## src/rtl/bank_oe_io_pkg.sv

```systemverilog
package bank_oe_io_pkg;
  typedef enum logic [1:0] {
    OE_OFF    = 2'b00,
    OE_ON     = 2'b01,
    OE_TERM_A = 2'b10,
    OE_TERM_B = 2'b11
  } oe_mode_e;

  localparam int MODE_W = 2;
  localparam int TERMS_PER_BANK = 2;
endpackage

```

## src/rtl/oe_select.sv

```systemverilog
module oe_select
  import bank_oe_io_pkg::*;
(
  input  logic [MODE_W-1:0]         mode,
  input  logic [TERMS_PER_BANK-1:0] bank_terms,
  output logic                      oe
);
  always_comb begin
    unique case (oe_mode_e'(mode))
      OE_OFF:    oe = 1'b0;
      OE_ON:     oe = 1'b1;
      OE_TERM_A: oe = bank_terms[0];
      OE_TERM_B: oe = bank_terms[1];
      default:   oe = 1'b0;
    endcase
  end
endmodule

```

## src/rtl/pad_cell.sv

```systemverilog
module pad_cell (
  input  logic oe,
  input  logic data,
  input  logic pad_in,
  output logic pad_out,
  output logic pad_oe,
  output logic fb
);
  // a released pad carries no macrocell data
  assign pad_out = oe & data;
  assign pad_oe  = oe;
  assign fb      = pad_in;
endmodule

```

## src/rtl/bank_oe_io.sv

```systemverilog
module bank_oe_io
  import bank_oe_io_pkg::*;
#(
  parameter int NUM_BANKS      = 2,
  parameter int CELLS_PER_BANK = 6
) (
  input  logic [NUM_BANKS*CELLS_PER_BANK-1:0]        mc_out,
  input  logic [NUM_BANKS*CELLS_PER_BANK*MODE_W-1:0] cell_mode,
  input  logic [NUM_BANKS*TERMS_PER_BANK-1:0]        oe_term,
  input  logic [NUM_BANKS*CELLS_PER_BANK-1:0]        pad_in,
  output logic [NUM_BANKS*CELLS_PER_BANK-1:0]        pad_out,
  output logic [NUM_BANKS*CELLS_PER_BANK-1:0]        pad_oe,
  output logic [NUM_BANKS*CELLS_PER_BANK-1:0]        fb_out
);
  localparam int NUM_CELLS = NUM_BANKS * CELLS_PER_BANK;

  logic [NUM_CELLS-1:0] cell_oe;

  for (genvar c = 0; c < NUM_CELLS; c++) begin : g_cell
    localparam int BANK = c / CELLS_PER_BANK;

    oe_select u_sel (
      .mode       (cell_mode[c*MODE_W +: MODE_W]),
      .bank_terms (oe_term[BANK*TERMS_PER_BANK +: TERMS_PER_BANK]),
      .oe         (cell_oe[c])
    );

    pad_cell u_pad (
      .oe      (cell_oe[c]),
      .data    (mc_out[c]),
      .pad_in  (pad_in[c]),
      .pad_out (pad_out[c]),
      .pad_oe  (pad_oe[c]),
      .fb      (fb_out[c])
    );
  end
endmodule

```

## config.mk

```make
export PLATFORM = sky130hd
export DESIGN_NAME = bank_oe_io
export DESIGN_NICKNAME = d
export VERILOG_FILES = /design/src/rtl/bank_oe_io_pkg.sv /design/src/rtl/oe_select.sv /design/src/rtl/pad_cell.sv /design/src/rtl/bank_oe_io.sv
export SDC_FILE = /design/constraint.sdc
export NUM_CORES = 1
export LEC_CHECK = 0
export ABC_CLOCK_PERIOD_IN_PS = 840
export BUFFER_PORTS_ARGS = -buffer_cell sky130_fd_sc_hd__buf_2
export CAP_MARGIN = 0
export CORE_MARGIN = 4
export CORE_UTILIZATION = 36
export DETAILED_ROUTE_END_ITERATION = 8
export PLACE_DENSITY = 0.91
export SYNTH_ARGS = -nofsm -noshare
export SYNTH_HDL_FRONTEND = slang
export SYNTH_SLANG_ARGS = --single-unit
```

## constraint.sdc

```tcl
create_clock -name vclk -period 0.84
set_input_delay 0.084 -clock vclk [all_inputs]
set_output_delay 0.084 -clock vclk [all_outputs]
set_load 0.05 [all_outputs]
```

# --- Word-level counts from Yosys, hierarchy flattened ---
# Cells that the tools add are included.
totals:
  register_bits: 0
  in_bits: 52
  wordCells: 72
  output_inout_bits: 36
classes:
  n_reduce_logical: 12
  bitwise: 12
  eq_ne: 36
  muxes: 12
ops:
  columns: ["cell", "count"]
  rows:
  - ["2-bit equality test (second input constant)", 24]
  - ["1-bit one-hot mux with 4 select lines", 12]
  - ["2-bit by 1-bit equality test with 1-bit output (second input constant)", 12]
  - ["2-bit zero test", 12]
  - ["1-bit AND", 12]

# --- Depth between registers and ports, before layout ---
# Gate-level depths: netlist of the first run.
logic_depth:
  ltp_word: 3
  ltp_mapped: 3
  mapped_depth_nobuf: 2

# --- By module ---
# From an unflattened synthesis of the first run, not the netlist that was laid out.
hier_totals:
  cells_unflattened: 72
  hier_area_um2: 435.4
by_module_without_submodules:
  columns: ["module", "cells_per_inst", "n_inst", "area_each_um2", "seq_area_each_um2"]
  rows:
  - ["pad_cell", 3, 12, 21.3, 0.0]
  - ["oe_select", 3, 12, 15.0, 0.0]

# --- Worst setup path before layout of the first run ---
# No wires, ideal clock.
synth_timing:
  path_type: "input to output"
  start: "input cell_mode[1]"
  end: "output pad_out[0]"
  t_arrival_ps: 625
  path_buffers: 1
  stages: 3
  t_required_ps: 756
  setup_slack_ps: 131
  cell_sequence: "nor2b_1 > a211oi_2 > buf_4"
synth_between:
  elab_chain_len: 3
  elab_cells_between_ends: 6
  cone_classes: "eq/ne: 3; mux: 1; bitwise: 1; reduce/logical: 1"
synth_lines:
  columns: ["item", "line_no", "text"]
  rows:
  - ["start, declared", "bank_oe_io.sv:8", "input logic [NUM_BANKS*CELLS_PER_BANK*MODE_W-1:0] cell_mode,"]
  - ["2-bit equality test, or another cell as far along", "oe_select.sv:9", "unique case (oe_mode_e'(mode))"]
  - ["1-bit one-hot mux with 4 select lines (*)", "oe_select.sv:9", null]
  - ["1-bit AND (*)", "pad_cell.sv:10", "assign pad_out = oe & data;"]
  - ["end, declared", "bank_oe_io.sv:11", "output logic [NUM_BANKS*CELLS_PER_BANK-1:0] pad_out,"]
# Mark *: on every way between the ends. The rest lies on a longest branch, timed or not.

# --- Worst setup path in the final report of the first run ---
layout_timing:
  start: "input cell_mode[23]"
  end: "output pad_out[11]"
# Same word-level chain as after synthesis.

==> results.cfg, run 1 <==
[finish]
fin_util = 0.546
fin_nets = 178
num-clock-buffers = 0
layout_commonest_cell = buf_2
drive_above_1_share = 0.726
syn_to_final_growth_pct = 42.8
n_fill_cell = 160
seq_cells = 0
diodes = 0
regArea_um2 = 0
stdcell_count = 149
multiInputGateArea_um2 = 413
final_cell_mix = 36 x buf_2, 18 x a21oi_1, 17 x buf_6, 12 x inv_1, 12 x a211oi_2

[floorplan]
placementRows = 15
die_w_um = 50.8
design.portCount = 88
die-area_mm2 = 0.00258
die_y_um = 50.8
core_area_mm2 = 0.00173
start_util = 0.383

[grt]
use_met1 = 0.119
grtUsageTotal = 0.111
grt_overflow = 0
grtUsageMet3 = 0.0233
grt_max_degree = 7
grt_pass1_vias = 651
grt-busiest-layer = met2
antenna_found_initial = 0
use_met2 = 0.228
grt_pass1_wl_um = 2420

[synthesis]
yosysSeqAreaShare = 0
synth.top_cell.area_share = 0.409
synth_nets = 148
synth_cell_types = 5
synth_area_um2 = 661
synthCells = 96
yosysTopAreaCell = buf_4
synth_area_per_cell_um2 = 6.88
ys_top_cells_by_area = buf_4 41%, a211oi_2 23%, a21oi_1 18%, nor2b_1 11%, inv_1 6.8%
synth_warnings = 0

[hold_path]
hold_end = fb_out[10]
hold_path_class = in -> out
hold_path_depth = 0
hp-start = pad_in[10]

[setup_path]
cp_data_required_time_ns = 0.76
startpoint_type = primary input
end_kind = primary output
cp.arrival_ns = 0.75
worstPathMaxFanout = 2
critical_path_class = in -> out

[run]
cap_violations = 0

[route]
vias = 703
route.detailed.drc = 0
routed_wl_um = 1770
viasPerCell = 4.72
drt-wirelength-per-cell_um = 11.9
detail-route-antenna-nets = 0
first_iter_violations = 1
drt_first_pass_iters = 3

[run_status]
status = finished, final reports clean

[timing]
setup_viol = 0
worst_slew_pin_slew_ns = 0.249
period_needed_ns = 0.838
slew_headroom = 0.834
rsz0062_at_grt = yes
drv_slew = 0
finalHoldViolCount = 0
fin_crit_sh = 0.997
fmax_ghz = 1.19

[placement]
io_buffers = 64
place_hpwl_um = 1360
gp_congestion = 0.621
place_inst = 149

[power]
p_leak_nw = 0.477
cellPowerDensity_mw_per_mm2 = 859
peakVddDrop_mv = 0.418

[clock_tree]
cts_setup_buffers = 0
layout make-up:
type               instances  area share
repair buffers            64       0.481
multi-input cells         48       0.438
inverters                 12      0.0477
well taps                 25      0.0332
stage by stage:
| stage | instance area (um^2) | hold WS, ns | setup slack [ns] | TNS, ns | total power [mW] |
|---|---|---|---|---|---|
| after CTS | 817 | 0.168 | 0.000566 | 0 | 0.733 |
| after floorplan | 661 | 0.335 | 0.131 | 0 | 0.734 |
| after global placement | 742 | 0.168 | -0.0645 | -0.655 | 0.670 |
| after detailed placement | 742 | 0.168 | -0.0655 | -0.718 | 0.675 |
| final | 943 | 0.168 | 0.00229 | 0 | 0.810 |
| after global routing | 943 | 0.168 | -0.0431 | -0.253 | 0.858 |
critical path, cell delays in order:
cell	delay [ns]
buf_6	0.09
nor2b_4	0.12
a211oi_2	0.26
buf_6	0.20
per-layer routing:
metal	wire length, um	vias up	share of wire
li1	-	347	-
met1	632	299	0.36
met2	867	55	0.49
met3	263	2	0.15
met4	2	0	0.0011
met5	0	-	0
cells in the mapped netlist:
cell / n
buf_4: 36
a21oi_1: 24
a211oi_2: 12
inv_1: 12
nor2b_1: 12
cell families (layout without fill, tap and decap cells):
kind of cell,count (synthesis),in the layout,synth area share
AO/OA/AOI/OAI,36,36,0.409
AND/OR/NAND/NOR,12,12,0.114
buffers and inverters,48,76,0.477
how the worst max path moves through the flow:
stage | startpoint | to | cells past startpoint
4_1_cts | cell_mode[21] | pad_out[10] | 4
6_report | cell_mode[23] | pad_out[11] | 4
2_1_floorplan | cell_mode[1] | pad_out[0] | 3
3_5_place_dp | cell_mode[13] | pad_out[6] | 4
3_3_place_gp | cell_mode[1] | pad_out[0] | 4
5_1_grt | cell_mode[21] | pad_out[10] | 4
where the power goes:
part | total (mW) | switching (mW) | internal (mW)
logic | 0.810 | 0.515 | 0.295
registers | 0 | 0 | 0
clock network | 0 | 0 | 0
repair_timing:
item / CTS / global route
setup endpoints to repair: 12 / 23
resized for setup: 24 / 40
cloned: 0 / 0
hold buffers: 0 / 0
pin swaps: 2 / 11
Note: power is estimated with default switching activity, not from simulation.
==> inputs of run 2 (changes only) <==
- CORE_ASPECT_RATIO: unset -> 0.9
- CORE_UTILIZATION: 36 -> 28
- PLACE_DENSITY: 0.91 -> 0.9
- SYNTH_HIERARCHICAL: unset -> 1
==> run 2 against run 1 <==
  * Via count down 16%
  * Non-clock buffer count unchanged
  * Critical path depth up 1
  * Combinational power down 5.2%
  * Critical path type unchanged
==> results.cfg, run 2 <==
[finish]
regArea_um2 = 0
fin_util = 0.574
syn_to_final_growth_pct = 92.8
diodes = 0
n_fill_cell = 137
seq_cells = 0
num-clock-buffers = 0
layout_commonest_cell = buf_2
final_cell_mix = 41 x buf_2, 19 x buf_6, 11 x inv_1, 10 x and2_1, 9 x a21oi_2
drive_above_1_share = 0.732
fin_nets = 166

[setup_path]
cp_slowest_cell = and2_1
cp_data_required_time_ns = 0.76
critical_path_class = in -> out
cp_top_family = buffers and inverters
slowest_delay_ns = 0.18
end_kind = primary output
startpoint_type = primary input
cp.arrival_ns = 0.75
worstPathMaxFanout = 6
path_buf_inv = 2
crit_chain = buf_12, a21oi_2, a31oi_2, and2_1, buf_6

[power]
peakVddDrop_mv = 0.432
internal_power_uw = 288
switching_share = 0.625
p_sw_uw = 481
p_clk_frac = 0
p_comb_frac = 1.000
p_leak_nw = 0.446
cellPowerDensity_mw_per_mm2 = 915
power_frac_seq = 0

[grt]
antenna_found_initial = 0
grt_pass1_vias = 553
grtUsageTotal = 0.123
grt_pass1_wl_um = 2270
grt_max_degree = 7
grt_overflow = 0

[timing]
setup_ws_ns = 0.00804
period_needed_ns = 0.832
worst_slew_pin_slew_ns = 0.260
tns_ns = 0
timing.hold.ws_ns = 0.168
finalHoldViolCount = 0
slew_headroom = 0.828
fin_crit_sh = 0.990
setup_viol = 0
fmax_ghz = 1.20
drv_slew = 0
rsz0062_at_grt = yes

[synthesis]
synth_warnings = 6
synthCells = 72
synth_nets = 124
synth.top_cell.area_share = 0.414
ys_top_cells_by_area = buf_4 41%, a31oi_1 17%, and2_1 17%, a21oi_1 14%, inv_1 10%
yosysTopAreaCell = buf_4
yosysMostFrequentCell = buf_4
synth_compound_area_frac = 0.310
synth_cell_types = 5
synth_area_um2 = 435
synthMuxAreaShare = 0
yosysSeqAreaShare = 0
yosys-top-cells-count = 24 x buf_4, 12 x a21oi_1, 12 x a31oi_1, 12 x and2_1, 12 x inv_1
synthSimpleGateAreaFrac = 0.172
synthXorXnorAreaFrac = 0
synth_top_family_by_area = buffers and inverters
synth_area_per_cell_um2 = 6.05
synth_fa_ha_area_frac = 0

[route]
first_iter_violations = 0
route.detailed.drc = 0
routed_wl_um = 1790
detail-route-antenna-nets = 0
vias = 592
drt_first_pass_iters = 1
drt-wirelength-per-cell_um = 14.1
viasPerCell = 4.66

[run_status]
status = finished, final reports clean

[placement]
io_buffers = 64
pre_cts_slack_ns = -0.138
gp_congestion = 0.740

[floorplan]
placementRows = 13
die-area_mm2 = 0.00225
core_area_mm2 = 0.00146
die_y_um = 45.4
design.portCount = 88
start_util = 0.297
die_w_um = 49.6

[run]
cap_violations = 0

[clock_tree]
cts_hold_buffers = 0

[hold_path]
hold_path_class = in -> out
-- run 2: cell count changes in the layout (fill, tap and decap cells not counted), moves of 3 or more --
| cell | previous run | this run |
|---|---|---|
| a211oi_2 | 12 | 0 |
| a21oi_1 | 18 | 3 |
| a21oi_2 | 6 | 9 |
| a31oi_1 | 0 | 6 |
| a31oi_2 | 0 | 6 |
| and2_1 | 0 | 10 |
| buf_2 | 36 | 41 |
| buf_4 | 4 | 0 |
| clkbuf_4 | 7 | 0 |
| nor2b_1 | 4 | 0 |
| nor2b_2 | 3 | 0 |
| nor2b_4 | 5 | 0 |
-- run 2: cell families after synthesis --
group / after synthesis
AOI/OAI and AO/OA: 24
and+or+nand+nor: 12
buffers and inverters: 36
-- run 2: timing repair --
action	CTS	global route
setup endpoints to repair	19	21
pin swaps	11	21
resized for setup	30	33
setup buffers	0	0
-- run 2: final timing paths --
kind | from | to | slack [ns] | cells after the start
worst max-delay path | oe_term[2] | pad_out[6] | 0.008 | 5
worst min-delay path | pad_in[11] | fb_out[11] | 0.17 | 0
-- run 2: layout make-up --
cell class	instances	area, um^2	area share
timing repair buffer	64	489	0.583
inverter	12	45.0	0.0537
tap	15	18.8	0.0224
multi-input combinational	36	287	0.341
-- run 2: through the flow --
| stage | std cells | total power [mW] | area, um^2 |
|---|---|---|---|
| after floorplan | 72 | 0.626 | 435 |
| after global placement | 127 | 0.599 | 594 |
| after detailed placement | 127 | 0.610 | 594 |
| after CTS | 127 | 0.678 | 687 |
| after global routing | 127 | 0.805 | 840 |
| final | 127 | 0.768 | 840 |
-- run 2: power by group through the flow --
stage               Combinational, mW  Sequential [mW]  Clock (mW)
floorplan                       0.626                0           0
global placement                0.599                0           0
detailed placement              0.610                0           0
CTS                             0.678                0           0
global route                    0.805                0           0
finish                          0.768                0           0
-- run 2: per-layer routing --
metal  global-route usage  wire [um]
met2                0.261       1180
met5                    0          0
met4               0.0442         44
met1                0.131        524
met3                    0         36
==> inputs of run 3 (changes only) <==
- CORE_MARGIN: 4 -> unset
==> run 3 against run 2 <==
  * The flow now finishes with violations (negative setup slack)
  * Critical path depth unchanged
  * Sequential share of layout area stayed put
  * Wire length decreased by 3.6%
  * Count of clock-buffer cells in the layout did not move
==> results.cfg, run 3 (synthesis gave the netlist of run 2 again) <==
[placement]
gp_congestion = 0.703
place_hpwl_um = 1270
place_inst = 127
io_buffers = 64
pre_cts_slack_ns = -0.150

[finish]
num-clock-buffers = 0
layout_commonest_cell = buf_2
final_cell_mix = 43 x buf_2, 12 x inv_1, 10 x buf_6, 7 x and2_1, 7 x buf_8
stdcell_count = 127
regArea_um2 = 0
diodes = 0
drive_above_1_share = 0.732
multiInputGateArea_um2 = 303
n_fill_cell = 139
fin_util = 0.582
fin_nets = 166
seq_cells = 0
syn_to_final_growth_pct = 93.4

[run_status]
status = finished with violations
violations = negative setup slack

[setup_path]
worstPathMaxFanout = 6
cp_data_required_time_ns = 0.76
cp.arrival_ns = 0.77
end_kind = primary output
cp_slowest_cell = a31oi_1
path_buf_inv = 2
startpoint_type = primary input
cp-startpoint = oe_term[0]
crit_chain = buf_12, a21oi_4, a31oi_1, and2_1, buf_6
cp_top_family = buffers and inverters
crit_path_end = pad_out[2]
slowest_delay_ns = 0.19
critical_path_class = in -> out
crit_cells = 5

[timing]
setup_ws_ns = -0.0166
worst_slew_pin_slew_ns = 0.260
fin_crit_sh = 1.02
tns_ns = -0.0246
period_needed_ns = 0.857
drv_slew = 0
slew_headroom = 0.828
setup_viol = 2
rsz0062_at_grt = yes
fmax_ghz = 1.17
finalHoldViolCount = 0

[route]
wl_met1_um = 622
vias = 589
top_layer_used = met3
drt_first_pass_iters = 4
drt-wirelength-per-cell_um = 13.6
viasPerCell = 4.64
wl_met2_um = 1060
detail-route-antenna-nets = 0
wl_met3_um = 41
route.detailed.drc = 0
routed_wl_um = 1730
first_iter_violations = 8

[power]
peakVddDrop_mv = 0.424
p_leak_nw = 0.450
total_power_uw = 786
cellPowerDensity_mw_per_mm2 = 934

[floorplan]
placementRows = 13
die_y_um = 39.4
die_w_um = 43.6
design.portCount = 88
core_area_mm2 = 0.00145
die-area_mm2 = 0.00172
start_util = 0.301

[hold_path]
hold_path_class = in -> out

[grt]
grt_pass1_wl_um = 1920
grt_pass1_vias = 422
grt_overflow = 0
grt_max_degree = 7
grtUsageTotal = 0.145
antenna_found_initial = 0

[clock_tree]
cts_setup_buffers = 0

[run]
cap_violations = 0
[run 3: how the worst min path moves through the flow]
stage | startpoint | to | slack [ns] | cells past startpoint
2_1_floorplan | pad_in[0] | fb_out[0] | 0.34 | 1
3_3_place_gp | pad_in[2] | fb_out[2] | 0.17 | 0
3_5_place_dp | pad_in[2] | fb_out[2] | 0.17 | 0
4_1_cts | pad_in[2] | fb_out[2] | 0.17 | 0
5_1_grt | pad_in[0] | fb_out[0] | 0.17 | 0
6_report | pad_in[0] | fb_out[0] | 0.17 | 0
[run 3: final cells by class]
cell class	count	share of cell area
well taps	15	0.0223
multi-input cells	36	0.360
inverters	12	0.0535
repair buffers	64	0.565
[run 3: routing by layer]
| metal | up-vias | GRT usage |
|---|---|---|
| met2 | 12 | 0.257 |
| li1 | 299 | - |
| met5 | - | 0 |
| met3 | 0 | 0.00922 |
| met4 | 0 | 0.0547 |
| met1 | 278 | 0.184 |
[run 3: what timing repair did]
action / in CTS / in global routing
gates cloned: 0 / 0
hold buffers: 0 / 0
pin swaps: 13 / 11
setup endpoints to repair: 23 / 17
gates resized for setup: 31 / 34
[run 3: per-stage QoR]
| step | instance area, um^2 | hold WS [ns] |
|---|---|---|
| 5_1_grt | 842 | 0.168 |
| 6_report | 842 | 0.168 |
| 3_3_place_gp | 594 | 0.168 |
| 4_1_cts | 691 | 0.168 |
| 3_5_place_dp | 594 | 0.168 |
| 2_1_floorplan | 435 | 0.335 |
[run 3: report_power, final]
group	leakage, nW	internal (mW)	switching [mW]
clock	0	0	0
combinational	0.450	0.295	0.491
sequential	0	0	0
total	0.450	0.295	0.491
